**src/rtl/cpm_pkg.sv**
```systemverilog
package cpm_pkg;

    // Registered read-port state.
    typedef struct packed {
        logic       vld;
        logic [7:0] dat;
    } cpm_rd_t;

    // Registered event state.
    typedef struct packed {
        logic evt;
    } cpm_evt_t;

endpackage

```
**src/rtl/cpm_req_dec.sv**
```systemverilog
// Range check and one-hot decode of a processor number.
module cpm_req_dec #(
    parameter int NUM_IDS = 256,
    parameter int ID_W    = 9,
    localparam int IDX_W  = $clog2(NUM_IDS)
) (
    input  logic               vld,
    input  logic [ID_W-1:0]    id,
    output logic               ok,
    output logic [IDX_W-1:0]   idx,
    output logic [NUM_IDS-1:0] mask
);
    always_comb begin
        ok  = vld && ({1'b0, id} < (ID_W+1)'(NUM_IDS));
        idx = id[IDX_W-1:0];
    end

    for (genvar i = 0; i < NUM_IDS; i++) begin : g_bit
        assign mask[i] = ok && (idx == IDX_W'(i));
    end
endmodule

```
**src/rtl/cpm_bits.sv**
```systemverilog
// Presence bit storage; set wins over clear.
module cpm_bits #(
    parameter int NUM_IDS = 256
) (
    input  logic               clk,
    input  logic               rst_n,
    input  logic [NUM_IDS-1:0] init_bits,
    input  logic [NUM_IDS-1:0] set_mask,
    input  logic [NUM_IDS-1:0] clr_mask,
    output logic [NUM_IDS-1:0] bits_q
);
    logic [NUM_IDS-1:0] bits_d;

    always_comb begin
        if (!rst_n) begin
            bits_d = init_bits;
        end else begin
            bits_d = (bits_q & ~clr_mask) | set_mask;
        end
    end

    always_ff @(posedge clk) begin
        bits_q <= bits_d;
    end

    // no decoded update means no change to any bit
    assert_hold_R6: assert property (@(posedge clk) disable iff (!rst_n)
        (set_mask == '0 && clr_mask == '0) |=> $stable(bits_q));
endmodule

```
**src/rtl/cpm_rd_port.sv**
```systemverilog
// Byte-wide read window over the presence bits.
module cpm_rd_port
    import cpm_pkg::*;
#(
    parameter int NUM_IDS = 256,
    localparam int BYTES  = NUM_IDS / 8,
    localparam int WIN_AW = $clog2(BYTES)
) (
    input  logic               clk,
    input  logic               rst_n,
    input  logic [NUM_IDS-1:0] bits,
    input  logic               win_req,
    input  logic               win_we,
    input  logic               win_byte,
    input  logic [WIN_AW-1:0]  win_addr,
    output logic               rd_vld,
    output logic [7:0]         rd_data
);
    logic [7:0] byte_arr [BYTES];
    cpm_rd_t    rd_d, rd_q;

    for (genvar g = 0; g < BYTES; g++) begin : g_byte
        assign byte_arr[g] = bits[8*g +: 8];
    end

    always_comb begin
        rd_d.vld = win_req && !win_we;
        rd_d.dat = 8'h00;
        if (win_req && !win_we && win_byte) begin
            rd_d.dat = byte_arr[win_addr];
        end
    end

    always_ff @(posedge clk) begin
        if (!rst_n) begin
            rd_q <= '0;
        end else begin
            rd_q <= rd_d;
        end
    end

    assign rd_vld  = rd_q.vld;
    assign rd_data = rd_q.dat;

    assert_write_silent_R8: assert property (@(posedge clk) disable iff (!rst_n)
        (win_req && win_we) |=> !rd_vld);

    assert_wide_zero_R9: assert property (@(posedge clk) disable iff (!rst_n)
        (win_req && !win_we && !win_byte) |=> (rd_vld && rd_data == 8'h00));

    assert_idle_zero_R10: assert property (@(posedge clk) disable iff (!rst_n)
        !rd_vld |-> rd_data == 8'h00);
endmodule

```
**src/rtl/cpu_presence_map.sv**
```systemverilog
// Processor presence map with hotplug event pulse.
module cpu_presence_map
    import cpm_pkg::*;
#(
    parameter int NUM_IDS  = 256,
    parameter int ID_W     = 9,
    parameter int GPE_W    = 8,
    parameter int GPE_BIT  = 2,
    localparam int WIN_AW  = $clog2(NUM_IDS / 8)
) (
    input  logic               clk,
    input  logic               rst_n,
    input  logic [NUM_IDS-1:0] init_present,
    input  logic               plug_vld,
    input  logic [ID_W-1:0]    plug_id,
    input  logic               unplug_vld,
    input  logic [ID_W-1:0]    unplug_id,
    input  logic               win_req,
    input  logic               win_we,
    input  logic               win_byte,
    input  logic [WIN_AW-1:0]  win_addr,
    output logic               rd_vld,
    output logic [7:0]         rd_data,
    output logic [GPE_W-1:0]   gpe_sts_set
);
    localparam int IDX_W = $clog2(NUM_IDS);

    logic               plug_ok, unplug_ok;
    logic [IDX_W-1:0]   plug_idx, unplug_idx;
    logic [NUM_IDS-1:0] set_mask, clr_mask, map_bits;
    cpm_evt_t           ev_d, ev_q;

    cpm_req_dec #(.NUM_IDS(NUM_IDS), .ID_W(ID_W)) u_plug_dec (
        .vld(plug_vld), .id(plug_id), .ok(plug_ok), .idx(plug_idx), .mask(set_mask)
    );

    cpm_req_dec #(.NUM_IDS(NUM_IDS), .ID_W(ID_W)) u_unplug_dec (
        .vld(unplug_vld), .id(unplug_id), .ok(unplug_ok), .idx(unplug_idx), .mask(clr_mask)
    );

    cpm_bits #(.NUM_IDS(NUM_IDS)) u_bits (
        .clk(clk), .rst_n(rst_n), .init_bits(init_present),
        .set_mask(set_mask), .clr_mask(clr_mask), .bits_q(map_bits)
    );

    cpm_rd_port #(.NUM_IDS(NUM_IDS)) u_rd (
        .clk(clk), .rst_n(rst_n), .bits(map_bits),
        .win_req(win_req), .win_we(win_we), .win_byte(win_byte), .win_addr(win_addr),
        .rd_vld(rd_vld), .rd_data(rd_data)
    );

    always_comb begin
        ev_d.evt = plug_ok || unplug_ok;
    end

    always_ff @(posedge clk) begin
        if (!rst_n) begin
            ev_q <= '0;
        end else begin
            ev_q <= ev_d;
        end
    end

    assign gpe_sts_set = ev_q.evt ? (GPE_W'(1) << GPE_BIT) : '0;

    assert_plug_sets_R3: assert property (@(posedge clk) disable iff (!rst_n)
        plug_ok |=> map_bits[$past(plug_idx)]);

    assert_unplug_clears_R3: assert property (@(posedge clk) disable iff (!rst_n)
        (unplug_ok && !(plug_ok && plug_idx == unplug_idx)) |=> !map_bits[$past(unplug_idx)]);

    assert_tie_plug_wins_R4: assert property (@(posedge clk) disable iff (!rst_n)
        (plug_ok && unplug_ok && plug_idx == unplug_idx) |=> map_bits[$past(plug_idx)]);

    assert_evt_pulse_R5: assert property (@(posedge clk) disable iff (!rst_n)
        (plug_ok || unplug_ok) |=> (gpe_sts_set == (GPE_W'(1) << GPE_BIT)));

    assert_no_evt_R6: assert property (@(posedge clk) disable iff (!rst_n)
        !(plug_ok || unplug_ok) |=> (gpe_sts_set == '0));
endmodule

```
**config.mk**
```make
export PLATFORM = sky130hd
export DESIGN_NAME = cpu_presence_map
export DESIGN_NICKNAME = d
export VERILOG_FILES = /design/src/rtl/cpm_pkg.sv /design/src/rtl/cpm_req_dec.sv /design/src/rtl/cpm_bits.sv /design/src/rtl/cpm_rd_port.sv /design/src/rtl/cpu_presence_map.sv
export SDC_FILE = /design/constraint.sdc
export NUM_CORES = 1
export LEC_CHECK = 0
export ABC_AREA = 0
export BUFFER_PORTS_ARGS = -buffer_cell sky130_fd_sc_hd__buf_4
export CORE_MARGIN = 10
export CORE_UTILIZATION = 56
export DETAILED_ROUTE_END_ITERATION = 6
export PLACE_DENSITY = 0.85
export SETUP_SLACK_MARGIN = 0.1
export SYNTH_ARGS = -nofsm -noshare
export SYNTH_HDL_FRONTEND = slang
export SYNTH_SLANG_ARGS = --single-unit
export TNS_END_PERCENT = 1
```
**constraint.sdc**
```tcl
create_clock -name clk -period 2.2 [get_ports clk]
set_input_delay 0.55 -clock clk [delete_from_list [all_inputs] [get_ports clk]]
set_output_delay 0.55 -clock clk [all_outputs]
set_load 0.03 [all_outputs]
```
==> Yosys cells after proc, flatten, opt, wreduce, memory -nomap -nowiden <==
Index checks and enable logic that the tools add are counted.
{ "word_totals": {"out_inout_bits": 17, "input_bits": 286, "wordCells": 1047, "ff_bits": 266} }
{ "op_classes": {"eq_ne": 510, "n_lt_le_gt_ge": 3, "bitwise": 4, "mux": 5, "reduce_logical": 521} }
{ "op_table": {"columns": ["operator", "n"], "rows": [
  ["$eq 8x8->1 const B", 256],
  ["$eq 8x7->1 const B", 128],
  ["$logic_and 1x1->1", 516],
  ["$eq 8x6->1 const B", 64],
  ["$and 256x256->256", 1],
  ["$eq 8x5->1 const B", 32],
  ["$mux 256", 1],
  ["$not 256->256", 1],
  ["$or 256x256->256", 1],
  ["$eq 8x4->1 const B", 16],
  ["$eq 8x3->1 const B", 8],
  ["$bmux 8 s5", 1],
  ["$eq 8x2->1 const B", 4],
  ["$lt 9x9->1 const B", 2],
  ["$eq 8x1->1 const B", 2],
  ["$logic_not 8->1", 2],
  ["$mux 8", 2],
  ["$ge 6x6->1 const B", 1],
  ["$not 5->6", 1],
  ["$mux 3", 1],
  ["$reduce_and 2->1", 1],
  ["$logic_not 1->1", 1],
  ["$logic_or 1x1->1", 1]
]} }

==> Depth between registers and ports, before layout <==
Gate-level depths: netlist (run 1).
{ "logic_depth": {"depth_word": 7, "depth_mapped": 7, "ltp_nobuf": 4} }

==> Hierarchy <==
Synthesis (run 1) repeated with hierarchy kept, for this count alone.
{ "hier_totals": {"cells_unflattened": 2297, "hier_area_um2": 18004.8} }
{ "modules_own_cells": {"columns": ["mod", "n_inst", "seq_area_each_um2", "cells_each", "area_per_inst_um2"], "rows": [
  ["cpm_bits", 1, 5124.9, 1337, 10696.5],
  ["cpm_req_dec", 2, 0.0, 389, 2348.5],
  ["cpm_rd_port", 1, 180.2, 171, 2519.9],
  ["cpu_presence_map", 1, 20.0, 11, 91.3]
]} }

==> Least setup slack after synthesis (run 1) <==
OpenSTA, ideal clock, no wires.
{ "synth_timing": {"kind": "input -> register", "from": "input win_addr[1]", "to": "register u_rd.rd_q, in the netlist u_rd.rd_data[7]", "path_buffers": 3, "cell_stages": 7, "t_required_ns": 2.085, "arrival_ns": 1.911, "setup_slack_ns": 0.174, "setup_ns": 0.115, "cell_sequence": "buf_4 buf_2 buf_4 mux4_2 a22oi_1 o211ai_1 and3_1"} }
{ "synth_via": {"elab_chain_cells": 4} }
{ "synth_rtl": {"columns": ["element", "line_no", "rtl"], "rows": [
  ["start: declaration", "cpu_presence_map.sv:21", "input logic [WIN_AW-1:0] win_addr,"],
  ["$not 5->6 (not written as such)", "cpm_rd_port.sv:30", "rd_d.dat = byte_arr[win_addr];"],
  ["$bmux 8 s5", "cpm_rd_port.sv:30", null],
  ["$mux 8 (not written as such) (2 in a row)", "cpm_rd_port.sv:30", null],
  ["end signal: assignment", "cpm_rd_port.sv:38", "rd_q <= rd_d;"],
  ["end: declaration", "cpm_rd_port.sv:20", "cpm_rd_t rd_d, rd_q;"]
]} }
No other way between the ends. The select of a mux whose other input is x is not followed.
A chain may end at the register's enable or synchronous reset.

==> Worst setup path after layout (run 1) <==
{ "layout_timing": {"from": "register u_rd.rd_q, in the netlist u_rd.rd_data[5]", "to": "output rd_data[5]"} }
{ "layout_rtl": {"columns": ["element", "line_no", "rtl"], "rows": [
  ["end: declaration", "cpu_presence_map.sv:23", "output logic [7:0] rd_data,"]
]} }
No word-level cell between the ends.

==> results of run 1 <==
[stage by stage]
step	instances	utilization
6_report	2332	0.717
5_1_grt	2330	0.717
4_1_cts	2329	0.716
3_5_place_dp	2281	0.679
3_3_place_gp	2281	0.679
2_1_floorplan	1749	-
[layout make-up]
cell class,instances,area share
Clock buffer,32,0.0405
Tap cell,335,0.0224
Multi-Input combinational cell,1270,0.460
Sequential cell,266,0.285
Antenna cell,3,0.000402
Clock inverter,16,0.0111
Timing Repair Buffer,407,0.180
Inverter,3,0.000603
[state kept, by name, summed over array words and instances, names as in the netlist]
register,count
u_rd.rd_vld,1
u_rd.rd_data,8
u_bits.bits_q,256
ev_q,1
[cells in the final DEF, fill, tap and decap left out, drive strengths merged, types with 2 or more instances in the layout]
master and count:
a21oi 261, a221o 3, a22oi 261, a31oi 3, a32oi 3, and2 4
and3 5, and3b 2, and4b 10, and4bb 4, buf 407, bufinv 4
clkbuf 32, clkinv 8, clkinvlp 2, conb 7, dfxtp 266, diode 3
inv 5, mux2 3, mux2i 21, mux4 64, nand2 13, nand2b 9
nand3 251, nand4 5, nor2 279, nor2b 9, nor3 22, nor4 8
nor4b 7, nor4bb 10, o211ai 5
[final timing paths]
check,from,end,slack (ps),depth (start not counted)
worst max-delay path,u_rd.rd_data[5],rd_data[5],430,1
worst min-delay path,init_present[100],u_bits.bits_q[100],200,3
worst max register to register,u_bits.bits_q[187],u_rd.rd_data[3],560,4
worst min register to register,u_bits.bits_q[23],u_bits.bits_q[23],560,2
[logic make-up after synthesis]
family / Yosys count / share of synthesized area
buf+inv: 213 / 0.0694
simple gates: 638 / 0.223
mux: 88 / 0.114
flops: 266 / 0.359
compound gates: 537 / 0.234
other cells: 1 / 0.000253
[layer usage]
| metal | GRT usage | vias up | share of wire |
|---|---|---|---|
| met5 | 0 | - | 0.00049 |
| met4 | 0.183 | 4 | 0.058 |
| met3 | 0.108 | 251 | 0.15 |
| met2 | 0.540 | 1521 | 0.43 |
| met1 | 0.458 | 7628 | 0.36 |
| li1 | - | 6963 | - |
[power groups by stage]
stage	Clock [mW]	Combinational [mW]	Sequential, mW
floorplan	0	1.44	5.54
global placement	0	2.31	5.70
detailed placement	0	2.37	5.70
CTS	5.05	2.39	5.60
global route	5.25	2.60	5.64
finish	5.09	2.45	5.63
==> flow_summary.ini, run 1 <==
[outcome]
status = finished with violations
violations = design-rule violations

[timing]
slew_headroom = 0.400
fin_ws_ps = 428
min_period_over_period = 0.805
tns_ps = 0
max_freq_mhz = 564
setup_viol = 0
hold_viol_final = 0
holdWs_ps = 196
tightest_slew_ps = 899
drv_slew = 0
skew_ps = 25.6
rsz0062_at_grt = no
min_period_ps = 1770

[grt]
grt_pass1_wl_mm = 94.6
antenna_found_initial = 3
grt_max_degree = 133
gr-total-overflow = 0
grt_pass1_vias = 15600
track_usage = 0.358

[worst_setup_path]
cp.arrival_ps = 1220
worst-path-buf-inv = 1
cp_top_family = flip-flops
start_kind = flip-flop
crit_path_end_kind = output port
worstSetupPathType = flip-flop to output port
required_ps = 1650
path_cells = buf_4
crit_fanout = 1
crit_slowest_cell = dfxtp_1
max_stage_delay_ps = 430

[synthesis]
yosysWarnings = 0
ys.flop_type = dfxtp_1
synth_area_leader_cell = dfxtp_1
syn-instance-count = 1743
ys_seq_area_frac = 0.359
synthTopCellsByArea = dfxtp_1, a22oi_1, mux4_2
ys_async_sr_fraction = 0
syn-cell-area_um2 = 14800
synth-seq-cells = 266
synth_top_area_share = 0.359
synth-edff-count = 0
yosys-top-cells-count = nor2_1, dfxtp_1, a21oi_1, a22oi_1, nand3_1
avgSynthCellArea_um2 = 8.51
synth_most_common_cell = nor2_1
synth_cell_types = 47

[pwr]
p_sw_frac = 0.286
leakage_nw = 7.92
pwr-share-seq = 0.427
ir_drop_mv = 0.604
totalPowerFinal_mw = 13.2
powerDensity_nw_per_um2 = 705
p_comb_frac = 0.186
p_int_mw = 9.41
power_frac_clock = 0.387
switchingPower_mw = 3.77

[placed_design]
dp_hpwl_mm = 45.4
pre_cts_ws_ps = -40.5
port_buffers = 295
place_area_um2 = 17700
gp_congestion = 1.00

[final_layout]
drive_gt1_frac = 0.295
layout.nets = 2263
area_growth_pct = 25.9
finalInstanceArea_um2 = 18700
multiInputGateArea_um2 = 8590
regArea_um2 = 5330
fillers = 1994

[detailed_routing]
via_count = 16400
avgRoutedWirePerCell_um = 27.4
finalWirelength_mm = 63.8
vias_per_cell = 7.02
drt_iter0_markers = 3199
ant_nets = 0
drc = 8
firstDrtPassIters = 7

[floorplan]
core_area_um2 = 26100
dieWidth_um = 183
start_util = 0.569
num_io_pins = 303
fp-row-count = 59
die_area_um2 = 33400
die_height_um = 183

[clocking]
cts_num_sinks = 266
cts_tree = yes
postCtsHoldBufs = 0
post_cts.repair.setup_buffers = 0
cts_max_path_buffers = 3
root_buffer = clkbuf_16
htreeDepth = 1
clk_latency_ps = 590
path_clk_slew_ps = 70
ctsResizeCount = 0
numCtsBuffers = 29

[job]
cap_violations = 0

[min_path]
hold_path_class = input port to flip-flop
No activity file was read; power rests on OpenSTA's default activity.
==> inputs of run 2 (changes only) <==
CORE_UTILIZATION = 50   (was 56)
PLACE_DENSITY = 0.81   (was 0.85)
clock period = 1.5 ns   (was 2.2 ns; I/O delays follow)
==> run 2 against run 1 <==
The flow finishes with violations (negative setup slack). Sequential power is 47% higher. Combinational power is 60% higher. Global-route usage down 2.6 points. Worst setup slack got worse by 520 ps. Sequential share of layout area decreased by 1.8 points. Register-to-register slack got worse by 660 ps. Largest cell class unchanged. Largest power group unchanged.
==> flow_summary.ini, run 2 (synthesis results as in run 1) <==
[timing]
tightest_slew_ps = 953
drv_slew = 0
fin_ws_ps = -96.0
rsz0062_at_grt = yes
min_period_ps = 1600
skew_ps = 23.5
setup_viol = 4
min_period_over_period = 1.06
hold_viol_final = 0
slew_headroom = 0.364
max_freq_mhz = 627

[floorplan]
dieWidth_um = 192
start_util = 0.511
num_io_pins = 303
die_height_um = 192
die_area_um2 = 36900
core_area_um2 = 29000
fp-row-count = 62

[job]
cap_violations = 0

[clocking]
root_buffer = clkbuf_16
cts_max_path_buffers = 3
cts_num_sinks = 266
htreeDepth = 1
numCtsBuffers = 28
cts_tree = yes
path_clk_slew_ps = 60
postCtsHoldBufs = 0
clk_latency_ps = 570

[worst_setup_path]
cp.arrival_ps = 2050
crit_path_end_kind = flip-flop
required_ps = 1950
cp_top_family = multiplexers
worstSetupPathType = flip-flop to flip-flop
start_kind = flip-flop
max_stage_delay_ps = 480
crit_slowest_cell = mux4_2
worst-path-buf-inv = 0
crit_fanout = 2
path_cells = mux4_2, a22oi_2, o211ai_1, and3_1

[grt]
antenna_found_initial = 3
grt_max_degree = 92
grt_pass1_wl_mm = 95.3
grt_pass1_vias = 16000
gr-total-overflow = 0
track_usage = 0.332

[pwr]
totalPowerFinal_mw = 20.2
powerDensity_nw_per_um2 = 1010
p_int_mw = 14.7
p_sw_frac = 0.274
switchingPower_mw = 5.54
ir_drop_mv = 0.876
leakage_nw = 8.55
pwr-share-seq = 0.409
power_frac_clock = 0.398
p_comb_frac = 0.193

[min_path]
hold_path_class = input port to flip-flop

[placed_design]
pre_cts_ws_ps = -531
port_buffers = 295
gp_congestion = 1.01
dp_hpwl_mm = 47.8

[outcome]
status = finished with violations
violations = negative setup slack

[final_layout]
layout.nets = 2361
area_growth_pct = 34.9
drive_gt1_frac = 0.341
final_common_cell = buf_4
fillers = 2237
largest_reg_flops = 256
most-common-layout-cells = buf_4, nor2_1, dfxtp_1, a21oi_1, nand3_1
top_register = u_bits.bits_q

[detailed_routing]
firstDrtPassIters = 7
finalWirelength_mm = 65.6
via_count = 16700
drt_iter0_markers = 2808
drc = 0
avgRoutedWirePerCell_um = 26.4
vias_per_cell = 6.71
ant_nets = 0
==> run 2: final cells by class <==
| class | instances | area (µm²) | share of cell area |
|---|---|---|---|
| Antenna cell | 3 | 7.51 | 0.000375 |
| Clock buffer | 35 | 798 | 0.0399 |
| Clock inverter | 16 | 262 | 0.0131 |
| Inverter | 3 | 11.3 | 0.000563 |
| Multi-Input combinational cell | 1270 | 8680 | 0.434 |
| Sequential cell | 266 | 5350 | 0.267 |
| Tap cell | 384 | 480 | 0.0240 |
| Timing Repair Buffer | 506 | 4410 | 0.221 |
==> run 2: path summary, 6_finish.rpt <==
path                                          from  slack [ps]                 end  cells after the start
worst max-delay path            u_bits.bits_q[242]        -100     u_rd.rd_data[2]                      4
worst min register to register  u_bits.bits_q[149]         550  u_bits.bits_q[149]                      2
worst min-delay path             init_present[244]          40  u_bits.bits_q[244]                      3
worst max register to register  u_bits.bits_q[242]        -100     u_rd.rd_data[2]                      4
==> run 2: worst min-delay path: stages <==
cell	delay (ps)
buf_4	80
nor2_1	30
a21oi_2	80
==> run 2: power groups by stage <==
stage,Clock (mW),Sequential (mW),Combinational (mW)
after floorplan,0,8.12,2.15
after global placement,0,8.36,3.66
after detailed placement,0,8.35,3.76
after CTS,8.00,8.21,3.81
after global routing,8.28,8.27,4.11
final,8.04,8.25,3.91
==> run 2: metal layers <==
layer / share of wire / vias up / GRT usage
met2: 0.45 / 1510 / 0.513
met1: 0.36 / 7738 / 0.426
met4: 0.049 / 0 / 0.149
met3: 0.14 / 247 / 0.0890
met5: 0 / - / 0
li1: - / 7170 / -
==> run 2: through the flow <==
| step | setup TNS [ps] | cell area, µm² | std cells | hold WS (ps) | util |
|---|---|---|---|---|---|
| 2_1_floorplan | -24190 | 15000 | 1749 | 502 | - |
| 3_3_place_gp | -53470 | 18800 | 2428 | 527 | 0.649 |
| 3_5_place_dp | -62790 | 18800 | 2428 | 532 | 0.649 |
| 4_1_cts | -62.7 | 20000 | 2480 | 42.2 | 0.689 |
| 5_1_grt | -363 | 20000 | 2481 | 55.1 | 0.689 |
| 6_report | -177 | 20000 | 2483 | 42.4 | 0.689 |
==> run 2: repair_timing <==
item	4_1_cts	5_1_grt
gates resized for setup	28	2
setup buffers	1	0
endpoints found under the setup margin	17	17
pin swaps	10	2
